--- config.mk ---
export PLATFORM = sky130hd
export DESIGN_NAME = serial_bcd_to_bin
export DESIGN_NICKNAME = d
export VERILOG_FILES = /design/src/rtl/bcd_ser_pkg.sv /design/src/rtl/bcd_digit_check.sv /design/src/rtl/bcd_times_ten_add.sv /design/src/rtl/bcd_accum_ctrl.sv /design/src/rtl/serial_bcd_to_bin.sv
export SDC_FILE = /design/constraint.sdc
export NUM_CORES = 1
export LEC_CHECK = 0
export BUFFER_PORTS_ARGS = -buffer_cell sky130_fd_sc_hd__buf_2
export CAP_MARGIN = 20
export CORE_ASPECT_RATIO = 1.25
export CORE_MARGIN = 5
export CORE_UTILIZATION = 35
export DETAILED_ROUTE_END_ITERATION = 6
export GPL_TIMING_DRIVEN = 0
export PLACE_DENSITY_LB_ADDON = 0.15
export SLEW_MARGIN = 20
export SYNTH_ARGS = -nofsm -noshare
export SYNTH_HDL_FRONTEND = slang
export SYNTH_SLANG_ARGS = --single-unit
export TNS_END_PERCENT = 100
--- constraint.sdc ---
create_clock -name clk -period 8 [get_ports clk]
set_clock_uncertainty 0.05 [all_clocks]
set_input_delay 1.6 -clock clk [delete_from_list [all_inputs] [get_ports clk]]
set_output_delay 1.6 -clock clk [all_outputs]
set_load 0.01 [all_outputs]
--- src/rtl/bcd_ser_pkg.sv ---
package bcd_ser_pkg;
  localparam int DIGIT_W   = 4;
  localparam int DIGIT_MAX = 9;

  typedef enum logic [1:0] {
    STEP_IDLE  = 2'd0,
    STEP_LOAD  = 2'd1,
    STEP_FAULT = 2'd2
  } step_e;

  function automatic logic is_decimal(input logic [DIGIT_W-1:0] d);
    return (int'(d) <= DIGIT_MAX);
  endfunction
endpackage

--- src/rtl/bcd_digit_check.sv ---
module bcd_digit_check
  import bcd_ser_pkg::*;
(
  input  logic [DIGIT_W-1:0] digit,
  output logic               legal
);
  always_comb legal = is_decimal(digit);
endmodule

--- src/rtl/bcd_times_ten_add.sv ---
module bcd_times_ten_add
  import bcd_ser_pkg::*;
#(
  parameter int ACC_W = 16
) (
  input  logic [ACC_W-1:0]   acc,
  input  logic [DIGIT_W-1:0] digit,
  output logic [ACC_W-1:0]   sum,
  output logic               ovf
);
  // x10 fits in ACC_W+4 bits (below x16), and the +9 cannot carry past that
  localparam int WIDE_W = ACC_W + 4;

  logic [WIDE_W-1:0] ext;
  logic [WIDE_W-1:0] by8;
  logic [WIDE_W-1:0] by2;
  logic [WIDE_W-1:0] wide;

  always_comb begin
    ext  = WIDE_W'(acc);
    by8  = ext << 3;
    by2  = ext << 1;
    wide = by8 + by2 + WIDE_W'(digit);
    sum  = wide[ACC_W-1:0];
    ovf  = |wide[WIDE_W-1:ACC_W];
  end
endmodule

--- src/rtl/bcd_accum_ctrl.sv ---
module bcd_accum_ctrl
  import bcd_ser_pkg::*;
#(
  parameter int ACC_W = 16
) (
  input  logic             clk,
  input  logic             rst,
  input  logic             send,
  input  logic             digit_legal,
  input  logic [ACC_W-1:0] next_val,
  input  logic             next_ovf,
  output logic [ACC_W-1:0] acc_q,
  output logic             err_q
);
  step_e step;

  always_comb begin
    if (!send || err_q)              step = STEP_IDLE;
    else if (!digit_legal || next_ovf) step = STEP_FAULT;
    else                             step = STEP_LOAD;
  end

  always_ff @(posedge clk) begin
    if (rst) begin
      acc_q <= '0;
      err_q <= 1'b0;
    end else begin
      case (step)
        STEP_LOAD:  acc_q <= next_val;
        STEP_FAULT: err_q <= 1'b1;
        default: ;
      endcase
    end
  end

  // reset clears both registers on the next edge
  assert_reset_clear_R4: assert property (@(posedge clk)
    rst |=> (acc_q == '0 && !err_q));

  // no strobe, no change
  assert_idle_hold_R3: assert property (@(posedge clk) disable iff (rst)
    !send |=> ($stable(acc_q) && $stable(err_q)));

  // non-decimal code raises the flag and keeps the value
  assert_bad_digit_R5: assert property (@(posedge clk) disable iff (rst)
    (send && !err_q && !digit_legal) |=> (err_q && $stable(acc_q)));

  // a step past the width faults instead of wrapping
  assert_no_overflow_R6: assert property (@(posedge clk) disable iff (rst)
    (send && !err_q && next_ovf) |=> (err_q && $stable(acc_q)));

  // flag is sticky and freezes the value
  assert_sticky_error_R7: assert property (@(posedge clk) disable iff (rst)
    err_q |=> (err_q && $stable(acc_q)));

  // a good strobe loads the computed value
  assert_load_R1: assert property (@(posedge clk) disable iff (rst)
    (send && !err_q && digit_legal && !next_ovf) |=>
      (acc_q == $past(next_val) && !err_q));
endmodule

--- src/rtl/serial_bcd_to_bin.sv ---
module serial_bcd_to_bin
  import bcd_ser_pkg::*;
#(
  parameter int ACC_W = 16
) (
  input  logic             clk,
  input  logic             rst,
  input  logic [3:0]       digit_in,
  input  logic             send,
  output logic [ACC_W-1:0] result,
  output logic             error
);
  logic             legal;
  logic [ACC_W-1:0] next_val;
  logic             next_ovf;
  logic [ACC_W-1:0] acc_q;
  logic             err_q;

  bcd_digit_check u_check (
    .digit (digit_in),
    .legal (legal)
  );

  bcd_times_ten_add #(.ACC_W(ACC_W)) u_mac (
    .acc   (acc_q),
    .digit (digit_in),
    .sum   (next_val),
    .ovf   (next_ovf)
  );

  bcd_accum_ctrl #(.ACC_W(ACC_W)) u_ctrl (
    .clk         (clk),
    .rst         (rst),
    .send        (send),
    .digit_legal (legal),
    .next_val    (next_val),
    .next_ovf    (next_ovf),
    .acc_q       (acc_q),
    .err_q       (err_q)
  );

  assign result = acc_q;
  assign error  = err_q;
endmodule

==> results.json <==
{
  "worstSetupStartpointType": "input pin",
  "yosys_warnings": 0,
  "clock_path_buffers": 2,
  "ff2ff_setup_slack_ns": 4.20,
  "postSynthCellCount": 225,
  "cts-hold-fix-buffers": 0,
  "reg2reg_depth": 11,
  "crit_path_cell_trace": "buf_2, inv_1, fa_1, fa_1, nor2b_1, o2111ai_1, a2111oi_2, nor3_1, mux2i_1, and3_1, buf_6, mux2_2",
  "post-synth-top-area-cell": "ha_1",
  "critPathBufInv": 3,
  "required_ns": 8.10,
  "h-tree-depth": 1,
  "final_net_count": 292,
  "max_cap_viol_count": 0,
  "grt_max_degree": 11,
  "ir_drop_v": 0.0000390,
  "finalSetupViolCount": 0,
  "tns_ns": 0,
  "switching_share_pct": 31.7,
  "grt_pass1_wl_um": 8490,
  "pin_count": 24,
  "hold_path_startpoint": "u_ctrl.acc_q[8]",
  "postRouteAntennaNets": 0,
  "rsz0062_at_grt": "no",
  "gp_congestion": 0.788,
  "drt-total-wl_um": 5160,
  "critPathArrivalTime_ns": 4.95,
  "end_kind": "flop",
  "grt_overflow": 0,
  "syn_area_um2": 1980,
  "synth_edf_count": 0,
  "status": "finished clean",
  "clk_latency_ns": 0.25,
  "nFillCells": 586,
  "placed_cell_area_um2": 2170,
  "pwr-share-comb_pct": 28.7,
  "ys_top_cells_by_area": "ha_1 20%, dfxtp_1 17%, xnor2_1 4.0%",
  "grt_pass1_vias": 1667,
  "cts_buffers": 3,
  "drc": 0,
  "fp.dieH_um": 94.1,
  "synth_top_family_by_area": "compound AO/OA/AOI/OAI gates",
  "critical-path-top-delay-family": "adder cells",
  "avgRoutedWirePerCell_um": 16.4,
  "min_period_ns": 4.85,
  "yosys.area_share.simple_pct": 18.2,
  "synth.ff_latch_count": 17,
  "fp.dieW_um": 77.3,
  "synth_nets": 265,
  "diodes": 0,
  "drive_gt1_share_pct": 22.7,
  "power_density_nw_per_um2": 101,
  "dp_hpwl_um": 4110,
  "min_path_type": "reg2reg",
  "p_clk_share_pct": 29.8,
  "regToRegEndpoint": "u_ctrl.acc_q[5]",
  "stdcell_area_um2": 2220,
  "finalCritPeriodShare_pct": 60.6,
  "post-cts-setup-buffers": 0,
  "ys_types": 55,
  "routed_via_density": 5.53,
  "path_max_fanout": 8,
  "ys_async_sr_fraction_pct": 0,
  "synth_xor_area_share_pct": 4.42,
  "clock-root-buffer": "clkbuf_8",
  "critical_path_class": "in2reg",
  "fmax_mhz": 206,
  "switching_power_uw": 71.0,
  "crit_slowest_cell": "mux2i_1",
  "maxSlewHeadroom_pct": 54.4,
  "ys_seq_area_share_pct": 17.2,
  "post_cts_resized": 0,
  "tightest_slew_ns": 0.665,
  "dieArea_um2": 7280,
  "core.rowCount": 30,
  "first_pass_iters": 4,
  "via_count": 1742,
  "hold_viol_final": 0,
  "avgSynthCellArea_um2": 8.81,
  "clk_pin_slew_ns": 0.07,
  "syn_to_final_growth_pct": 11.9,
  "io_buffers": 22,
  "crit_path_frequent_cell": "fa_1",
  "synth_top_flop_cell": "dfxtp_1",
  "slew_viol_final": 0,
  "initial_core_util_pct": 36.2,
  "pwr-share-seq_pct": 41.5,
  "cts_tree": "built",
  "min_to": "u_ctrl.acc_q[8]",
  "synth_mux_area_share_pct": 5.87,
  "core_um2": 5480,
  "synth-compound-area-share_pct": 23.2,
  "intPower_uw": 153,
  "min_path_cells": 2,
  "synth_fa_ha_area_share_pct": 21.6,
  "rr_startpoint": "u_ctrl.acc_q[0]",
  "cpPeakStageDelay_ns": 0.54,
  "leakage_nw": 1.07,
  "synth_top_area_share_pct": 19.6,
  "cts.sinks": 17,
  "grt_usage_pct": 14.5,
  "drt_iter0_markers": 81,
  "antenna_found_initial": 0
}
[synth_stat cells, types with 3 or more instances]
cell	count
a21o_1	3
inv_1	16
mux2_2	5
dfxtp_1	17
buf_6	6
ha_1	31
nand4_1	4
o21ai_0	9
a21oi_1	15
and3_2	3
a311oi_1	4
a31o_2	3
nand2_1	20
nand3_1	7
a31o_1	3
xnor2_1	9
mux2i_1	6
nor2_1	10
nor2b_1	8
[power by group through the flow]
stage	registers (mW)	clock network (mW)	logic, mW
3_3_place_gp	0.0952	0	0.0644
3_5_place_dp	0.0953	0	0.0648
2_1_floorplan	0.0958	0	0.0460
4_1_cts	0.0932	0.0717	0.0652
6_report	0.0930	0.0667	0.0644
5_1_grt	0.0938	0.0755	0.0717
[metrics by stage]
| stage | total power [mW] | hold slack (ns) | std cells | setup WS, ns | util, % |
|---|---|---|---|---|---|
| detailed placement | 0.160 | 0.442 | 311 | 2.90 | 39.6 |
| finish | 0.224 | 0.449 | 315 | 3.15 | 40.5 |
| global placement | 0.160 | 0.444 | 311 | 2.90 | 39.6 |
| CTS | 0.230 | 0.453 | 315 | 3.16 | 40.5 |
| floorplan | 0.142 | 0.460 | 225 | 3.38 | - |
| global route | 0.241 | 0.488 | 315 | 2.95 | 40.5 |
[cell families after synthesis]
logic type | after synthesis
fa+ha+maj | 33
simple gates | 66
mux | 11
xor+xnor | 10
buf+inv | 28
compound gates | 60
flops | 17
[sequential cells by signal, summed over array words and instances (netlist names)]
signal and count:
u_ctrl.err_q 1, u_ctrl.acc_q 16
[cells in the final DEF (no fill, tap or decap), types with 2 or more instances in the layout]
master         netlist  final
mux2i_1              6      6
dfxtp_1             17     17
a31oi_1              2      2
xnor2_1              9      9
o2111ai_1            2      2
a31o_2               3      3
o31ai_1              2      2
fa_1                 2      2
nand2_1             20     20
nand4_1              4      4
ha_1                31     31
and3_1               2      2
mux2_2               5      5
nor2_1              10     10
buf_2                1     23
buf_6                6      6
a21o_1               3      3
a311oi_1             4      4
a21oi_1             15     15
buf_4                2      2
a31o_1               3      3
clkbuf_8             0      3
o21a_1               2      2
o21ai_0              9      9
nor3_1               2      2
nor2b_1              8      8
nand3_1              7      7
a211oi_1             2      2
and3_2               3      3
inv_1               16     16
dlygate4sd3_1        2      2
[worst max path at each step]
| stage | startpoint | endpoint | depth (start not counted) |
|---|---|---|---|
| floorplan | digit_in[3] | u_ctrl.acc_q[10] | 11 |
| global placement | digit_in[3] | u_ctrl.acc_q[10] | 12 |
| detailed placement | digit_in[3] | u_ctrl.acc_q[5] | 12 |
| CTS | digit_in[3] | u_ctrl.acc_q[9] | 13 |
| global route | digit_in[3] | u_ctrl.acc_q[3] | 12 |
| finish | digit_in[3] | u_ctrl.acc_q[5] | 12 |
[cell type report]
| type | instances | area (um2) | share of cell area, % |
|---|---|---|---|
| multi-input combinational | 180 | 1450 | 65.6 |
| sequential | 17 | 340 | 15.3 |
| buffer | 12 | 128 | 5.76 |
| timing repair buffer | 22 | 110 | 4.97 |
| tap | 64 | 80.1 | 3.61 |
| inverter | 16 | 60.1 | 2.71 |
| clock buffer | 4 | 45.0 | 2.03 |
[worst register-to-register path, stage by stage, from the launching register on]
cell and delay [ns]:
dfxtp_1 0.36, inv_1 0.09, fa_1 0.51, fa_1 0.48, nor2b_1 0.16, o2111ai_1 0.21, a2111oi_2 0.41, nor3_1 0.12
mux2i_1 0.54, and3_1 0.28, buf_6 0.15, mux2_2 0.34
[layer usage]
layer  wire, um  global-route usage, %  vias to the layer above  part of all wire (%)
li1           -                      -                      876                     -
met1       2270                   18.2                      826                    44
met2       2610                   25.6                       29                    51
met3        170                   1.34                       11                   3.3
met4        104                   5.44                        0                   2.0
met5          0                      0                        -                     0
(Power assumes the default switching activity.)
